--- config.mk ---
export PLATFORM = sky130hd
export DESIGN_NAME = wag_shift_reg
export DESIGN_NICKNAME = d
export VERILOG_FILES = /design/src/rtl/wag_pkg.sv /design/src/rtl/wag_sequencer.sv /design/src/rtl/wag_section.sv /design/src/rtl/wag_out_select.sv /design/src/rtl/wag_shift_reg.sv
export SDC_FILE = /design/constraint.sdc
export NUM_CORES = 1
export LEC_CHECK = 0
export BUFFER_PORTS_ARGS = -buffer_cell sky130_fd_sc_hd__buf_2
export CAP_MARGIN = 15
export CORE_ASPECT_RATIO = 1.25
export CORE_MARGIN = 1.5
export CORE_UTILIZATION = 38
export CTS_BUF_LIST = sky130_fd_sc_hd__clkbuf_8
export CTS_CLUSTER_DIAMETER = 150
export DETAILED_ROUTE_END_ITERATION = 8
export HOLD_SLACK_MARGIN = 0.03
export PLACE_DENSITY_LB_ADDON = 0.05
export SLEW_MARGIN = 30
export SYNTH_ARGS = -nofsm -noshare
export SYNTH_HDL_FRONTEND = slang
export SYNTH_SLANG_ARGS = --single-unit
--- constraint.sdc ---
create_clock -name clk -period 2.1 [get_ports clk]
set_input_delay 0.315 -clock clk [delete_from_list [all_inputs] [get_ports clk]]
set_output_delay 0.315 -clock clk [all_outputs]
set_load 0.02 [all_outputs]
--- src/rtl/wag_pkg.sv ---
package wag_pkg;
   // Step of the section currently being served
   typedef enum logic [1:0] {
      ST_SEND  = 2'd0,
      ST_SHIFT = 2'd1,
      ST_RECV  = 2'd2
   } wag_step_e;
endpackage

--- src/rtl/wag_sequencer.sv ---
module wag_sequencer
   import wag_pkg::*;
#(
   parameter int WAYS  = 4,
   parameter int IDX_W = 2
) (
   input  logic             clk,
   input  logic             rst_n,
   input  logic             out_ready,
   input  logic             in_valid,
   output logic             out_valid,
   output logic             in_ready,
   output logic             shift_en,
   output logic             load_en,
   output logic [IDX_W-1:0] sel
);
   localparam logic [IDX_W-1:0] LAST_SEL = IDX_W'(WAYS - 1);

   wag_step_e step_q;

   always_ff @(posedge clk or negedge rst_n) begin
      if (!rst_n) begin
         step_q <= ST_SEND;
         sel    <= '0;
      end else begin
         unique case (step_q)
            ST_SEND:  if (out_ready) step_q <= ST_SHIFT;
            ST_SHIFT: step_q <= ST_RECV;
            ST_RECV: begin
               if (in_valid) begin
                  step_q <= ST_SEND;
                  sel    <= (sel == LAST_SEL) ? '0 : sel + 1'b1;
               end
            end
            default:  step_q <= ST_SEND;
         endcase
      end
   end

   assign out_valid = (step_q == ST_SEND);
   assign in_ready  = (step_q == ST_RECV);
   assign shift_en  = (step_q == ST_SHIFT);
   assign load_en   = in_ready && in_valid;
endmodule

--- src/rtl/wag_section.sv ---
module wag_section #(
   parameter int DATA_W = 8
) (
   input  logic              clk,
   input  logic              rst_n,
   input  logic              shift_en,
   input  logic              load_en,
   input  logic [DATA_W-1:0] din,
   output logic [DATA_W-1:0] dout
);
   logic [DATA_W-1:0] near_q;   // input-side word
   logic [DATA_W-1:0] far_q;    // output-side word

   always_ff @(posedge clk or negedge rst_n) begin
      if (!rst_n) begin
         near_q <= '0;
         far_q  <= '0;
      end else begin
         if (shift_en) far_q  <= near_q;
         if (load_en)  near_q <= din;
      end
   end

   assign dout = far_q;
endmodule

--- src/rtl/wag_out_select.sv ---
module wag_out_select #(
   parameter int DATA_W = 8,
   parameter int WAYS   = 4,
   parameter int IDX_W  = 2
) (
   input  logic [WAYS-1:0][DATA_W-1:0] words,
   input  logic [IDX_W-1:0]            sel,
   output logic [DATA_W-1:0]           word_o
);
   always_comb begin
      word_o = '0;
      for (int i = 0; i < WAYS; i++) begin
         if (sel == IDX_W'(i)) word_o = words[i];
      end
   end
endmodule

--- src/rtl/wag_shift_reg.sv ---
module wag_shift_reg #(
   parameter int DATA_W = 8,
   parameter int WAYS   = 4
) (
   input  logic              clk,
   input  logic              rst_n,
   input  logic              in_valid,
   output logic              in_ready,
   input  logic [DATA_W-1:0] in_data,
   output logic              out_valid,
   input  logic              out_ready,
   output logic [DATA_W-1:0] out_data
);
   localparam int IDX_W = (WAYS > 1) ? $clog2(WAYS) : 1;

   generate
      if (!(WAYS == 2 || WAYS == 4)) begin : g_bad_ways
         $error("wag_shift_reg: WAYS must be 2 or 4");
      end
      if (DATA_W < 1) begin : g_bad_width
         $error("wag_shift_reg: DATA_W must be at least 1");
      end
   endgenerate

   logic                       shift_en;
   logic                       load_en;
   logic [IDX_W-1:0]           sel;
   logic [WAYS-1:0][DATA_W-1:0] far_words;

   wag_sequencer #(.WAYS(WAYS), .IDX_W(IDX_W)) u_seq (
      .clk       (clk),
      .rst_n     (rst_n),
      .out_ready (out_ready),
      .in_valid  (in_valid),
      .out_valid (out_valid),
      .in_ready  (in_ready),
      .shift_en  (shift_en),
      .load_en   (load_en),
      .sel       (sel)
   );

   for (genvar g = 0; g < WAYS; g++) begin : g_sect
      logic hit;
      assign hit = (sel == IDX_W'(g));
      wag_section #(.DATA_W(DATA_W)) u_sect (
         .clk      (clk),
         .rst_n    (rst_n),
         .shift_en (shift_en && hit),
         .load_en  (load_en && hit),
         .din      (in_data),
         .dout     (far_words[g])
      );
   end

   wag_out_select #(.DATA_W(DATA_W), .WAYS(WAYS), .IDX_W(IDX_W)) u_osel (
      .words  (far_words),
      .sel    (sel),
      .word_o (out_data)
   );
endmodule

=== After elaboration in Yosys (flattened, before gate mapping) ===
Index checks and enable logic that the tools add are counted.

* Bits in registers: 68
* Input port bits: 12
* Output and inout port bits: 10
* Logic and storage cells: 39

* $add $sub $neg: 1
* Equality and inequality tests: 7
* Mux-type cells: 8
* Reduce and logical (&&, ||, !) cells: 13

{| class="wikitable"
|+ Operators by type and width
! cell !! count
|-
| two-way mux 8 bit || 4
|-
| logical AND 1 bit || 9
|-
| equality test 2 bit, second input constant || 3
|-
| two-way mux 2 bit || 3
|-
| case mux 2 bit (3 select lines) || 1
|-
| equality test 2 x 1 -> 1 bit, second input constant || 2
|-
| zero test 2 bit || 2
|-
| AND reduction 2 bit || 2
|-
| adder 2 x 1 -> 2 bit, second input constant || 1
|-
| inequality test 2 x 1 -> 1 bit, second input constant || 1
|-
| inequality test 2 bit, second input constant || 1
|}

=== Logic depth before layout (Yosys ltp) ===
* Depth after elaboration: 5
* Gate-level depth with buffers: 6
* Depth with buffers taken out: 5

=== Modules after synthesis ===
From an unflattened synthesis, not the netlist that was laid out.

* Cell total of the unflattened synthesis: 170
* Area total of the unflattened synthesis: 3120.5 um^2

{| class="wikitable"
|+ Modules (own cells, without submodules)
! module !! instances !! cells each !! area each (um^2) !! seq. area each (um^2)
|-
| wag_section || 4 || 34 || 663.1 || 400.4
|-
| wag_sequencer || 1 || 16 || 209.0 || 100.1
|-
| wag_out_select || 1 || 10 || 196.4 || 0.0
|-
| wag_shift_reg || 1 || 8 || 62.6 || 0.0
|}

=== Worst setup path before layout ===
No wires, ideal clock.

* Path type: register to output
* Start point: reg u_seq.sel[1]
* End point: out out_data[2]
* Arrival time: 1.531 ns
* Required time: 1.785 ns
* Slack: 0.254 ns
* Stages on the path, launching flop included: 7
* Cell sequence: dfrtp_1 -> inv_1 -> ha_1 -> buf_2 -> clkbuf_1 -> nand3b_1 -> a31oi_1

* Longest elaborated chain between the ends: 5
* Elaborated cells between the ends (all ways): 8

{| class="wikitable"
|+ Ends and longest elaborated chain
! item !! RTL line !! text
|-
| start, declared || wag_sequencer.sv:15 || <nowiki>output logic [IDX_W-1:0] sel</nowiki>
|-
| start signal, assigned || wag_sequencer.sv:32 || <nowiki>sel <= (sel == LAST_SEL) ? '0 : sel + 1'b1;</nowiki>
|-
| zero test 2 bit || wag_out_select.sv:13 || <nowiki>if (sel == IDX_W'(i)) word_o = words[i];</nowiki>
|-
| two-way mux 8 bit (3 in a row) || wag_out_select.sv:13 ||
|-
| two-way mux 8 bit * || wag_out_select.sv:13 ||
|-
| end, declared || wag_shift_reg.sv:12 || <nowiki>output logic [DATA_W-1:0] out_data</nowiki>
|}

Every way passes the cells marked *; elsewhere a longest branch is shown, timed or not.

=== Final worst setup path ===
* Start point: reg u_seq.sel[1]
* End point: out out_data[5]

Same word-level chain as after synthesis.

==> impl_metrics.yaml <==
drt:
  top_layer_used: "met4"
  drc_errors: 0
  wl_per_cell_um: 19.5
  vias: 1729
  met2WireLength_mm: 3.35
  route.antenna.remaining_nets: 0
  wl_mm: 6.48
  detail_route.vias_per_cell: 5.19
  drt_iter0_drc: 66
  met3_length_um: 183
  dr.pass1.iters: 4
  wl_met1_mm: 2.81
global_route:
  grt_max_degree: 31
  track_usage_pct: 18.1
  grt_pass1_vias: 1855
  antenna_found_initial: 0
  grt_remaining_overflow: 0
  grt_pass1_wl_mm: 10.2
worst_setup_path:
  path_cells: "buf_4 -> ha_4 -> buf_8 -> nor2_4 -> buf_6 -> a31oi_2 -> buf_4"
  crit_top_cell: "buf_4"
  cp_slowest_cell: "dfrtp_1"
  cp.required_ps: 1780
  r2r_end: "g_sect[1].u_sect.dout[0]"
  cp_max_fo: 5
  arrival_ps: 1720
  crit_type: "flip-flop to output port"
  cp-start-kind: "flip-flop"
  ff2ff_setup_slack_ps: 470
  reg2reg_from: "u_seq.step_q[1]"
  endpoint_kind: "output port"
  slowest_delay_ps: 400
  r2r.worst_path.cells: 3
logic_synthesis:
  ys_ff_latch: 68
  yosys_warnings: 0
  syn_avg_cell_area_um2: 14.5
  syn_inst: 200
  synth_top_area_cell: "dfrtp_1"
  synth.distinct_cells: 27
  synth_seq_area_share_pct: 58.7
  syn_area_um2: 2900
  synth_top_area_share_pct: 58.7
  synth_nets: 216
  yosys-top-cells-area: "dfrtp_1 (59%), mux2_2 (25%), nand2_8 (2.1%)"
clock_network:
  numCtsBuffers: 9
  clock_latency_ps: 340
  cts_max_level: 3
  cts_tree: "built"
  clock-sinks: 68
  cts-root-buf: "clkbuf_8"
  clk_path_buf_depth: 2
  path_clk_slew_ps: 70
floorplanning:
  rows: 35
  fp.dieArea_um2: 8170
  fp.coreArea_um2: 7400
  fp.dieH_um: 101
  start_util_pct: 39.2
  num_io_pins: 22
  chipWidth_um: 81.1
sta:
  fin_skew_ps: 7.16
  rsz0062_at_grt: "true"
  period_needed_ps: 2030
  worst_pin_slew_ps: 694
  hold_viol: 0
  clock.fmax_ghz: 0.492
  finalCritPeriodShare_pct: 96.8
  setup_violations: 0
  maxSlewViolCount: 0
  max_slew_margin_pct: 53.8
min_path:
  holdCritPathClass: "primary input to async pin"
power_and_ir_drop:
  power_density_nw_per_um2: 1600
  finalPower_mw: 5.63
  ir_drop_mv: 0.660
  leakage_nw: 1.59
finish:
  fin_util_pct: 47.4
  antenna_cells: 0
  drive_gt1_share_pct: 57.3
  layout.cells.non_filler: 333
  syn_to_final_growth_pct: 21.1
  nNetsFinal: 254
flow_run:
  drv_cap: 0
place:
  gp_congestion: 0.727
  dp_cells: 315
  port_buffers: 21
  dpl.hpwl_mm: 4.18
status:
  outcome: "completed"
-- metal layers --
metal	GRT usage, %	vias up
li1	-	794
met1	23.0	893
met2	29.0	30
met3	4.07	12
met4	8.22	0
met5	0	-
-- power breakdown --
part / internal (mW) / total (mW) / switching, mW
registers: 1.92 / 2.24 / 0.322
clock network: 0.437 / 0.887 / 0.451
logic: 1.28 / 2.51 / 1.23
-- placed cells by master (no fill, tap or decap), types with 2 or more instances in the layout --
master,synthesis,final
a31oi_1,8,3
a31oi_2,0,2
a31oi_4,0,3
buf_2,2,15
buf_4,1,13
buf_6,0,4
clkbuf_8,0,10
clkinv_2,0,3
dfrtp_1,68,67
ha_4,0,3
inv_1,3,2
inv_4,0,2
mux2_2,64,64
nand2_1,9,9
nand2_2,4,4
nand2_8,3,3
nand3b_1,8,8
nor2_1,3,2
o21ai_0,2,2
o22ai_1,7,5
o22ai_2,0,2
-- worst max-delay path by stage --
| stage | startpoint | endpoint |
|---|---|---|
| after global placement | u_seq.sel[0] | out_data[7] |
| final | u_seq.sel[1] | out_data[5] |
| after global routing | u_seq.sel[1] | out_data[1] |
| after detailed placement | u_seq.sel[1] | out_data[7] |
| after floorplan | u_seq.sel[1] | out_data[2] |
| after CTS | u_seq.sel[1] | out_data[7] |
-- area by class of cell --
class / instances / area (um2)
Sequential cell: 68 / 1700
Timing Repair Buffer: 34 / 253
Clock inverter: 4 / 18.8
Fill cell: 653 / 3890
Inverter: 4 / 20.0
Clock buffer: 10 / 138
Multi-Input combinational cell: 121 / 1260
Tap cell: 92 / 115
-- metrics by stage --
step | cell area [um2] | hold WS, ps | setup slack (ps) | setup TNS, ps
final | 3510 | 9.21 | 66.7 | 0
after global routing | 3510 | 48.3 | -4.42 | -8.90
after CTS | 3390 | 31.2 | 7.43 | 0
after detailed placement | 3150 | 402 | 206 | 0
after global placement | 3150 | 380 | 255 | 0
after floorplan | 2900 | 19.4 | 254 | 0
-- what timing repair did --
item                                    in CTS  in global routing
endpoints found under the hold margin        0                  0
endpoints found under the setup margin       8                  8
setup buffers                                1                  3
hold buffers                                 0                  0
pin swaps                                    1                  3
resized for setup                           16                 22
-- kinds of logic after synthesis --
family / share of synthesized area (%)
DFF: 58.7
muxes: 24.9
and+or+nand+nor: 8.33
AOI/OAI and AO/OA: 4.14
buffers and inverters: 2.24
adders and majority gates: 1.73
-- sequential cells by signal, summed over array words and instances (netlist names) --
| signal | count |
|---|---|
| g_sect.u_sect.near_q | 32 |
| u_seq.sel | 2 |
| g_sect.u_sect.dout | 32 |
| u_seq.step_q | 2 |
-- synth_stat cells --
cell       number
nand3b_1        8
and2b_1         1
and3b_2         1
nand2_8         3
ha_1            4
buf_4           1
a21o_1          1
nand3_1         1
clkinv_1        1
mux2_2         64
dfrtp_1        68
a31oi_1         8
nand2_1         9
o2bb2ai_1       1
nor2_1          3
nand2b_1        1
nor2b_1         1
clkbuf_1        2
nand2_2         4
nand3_2         1
clkbuf_2        1
and2_1          1
o21ai_0         2
inv_1           3
buf_2           2
buf_12          1
o22ai_1         7
-- critical path: cells and delay by family (launching register included) --
kind            cells  cell delay, ps
buf+inv             4             610
flops               1             400
fa+ha+maj           1             170
simple gates        1             100
compound gates      1              90
Note: power is estimated with default switching activity, not from simulation.
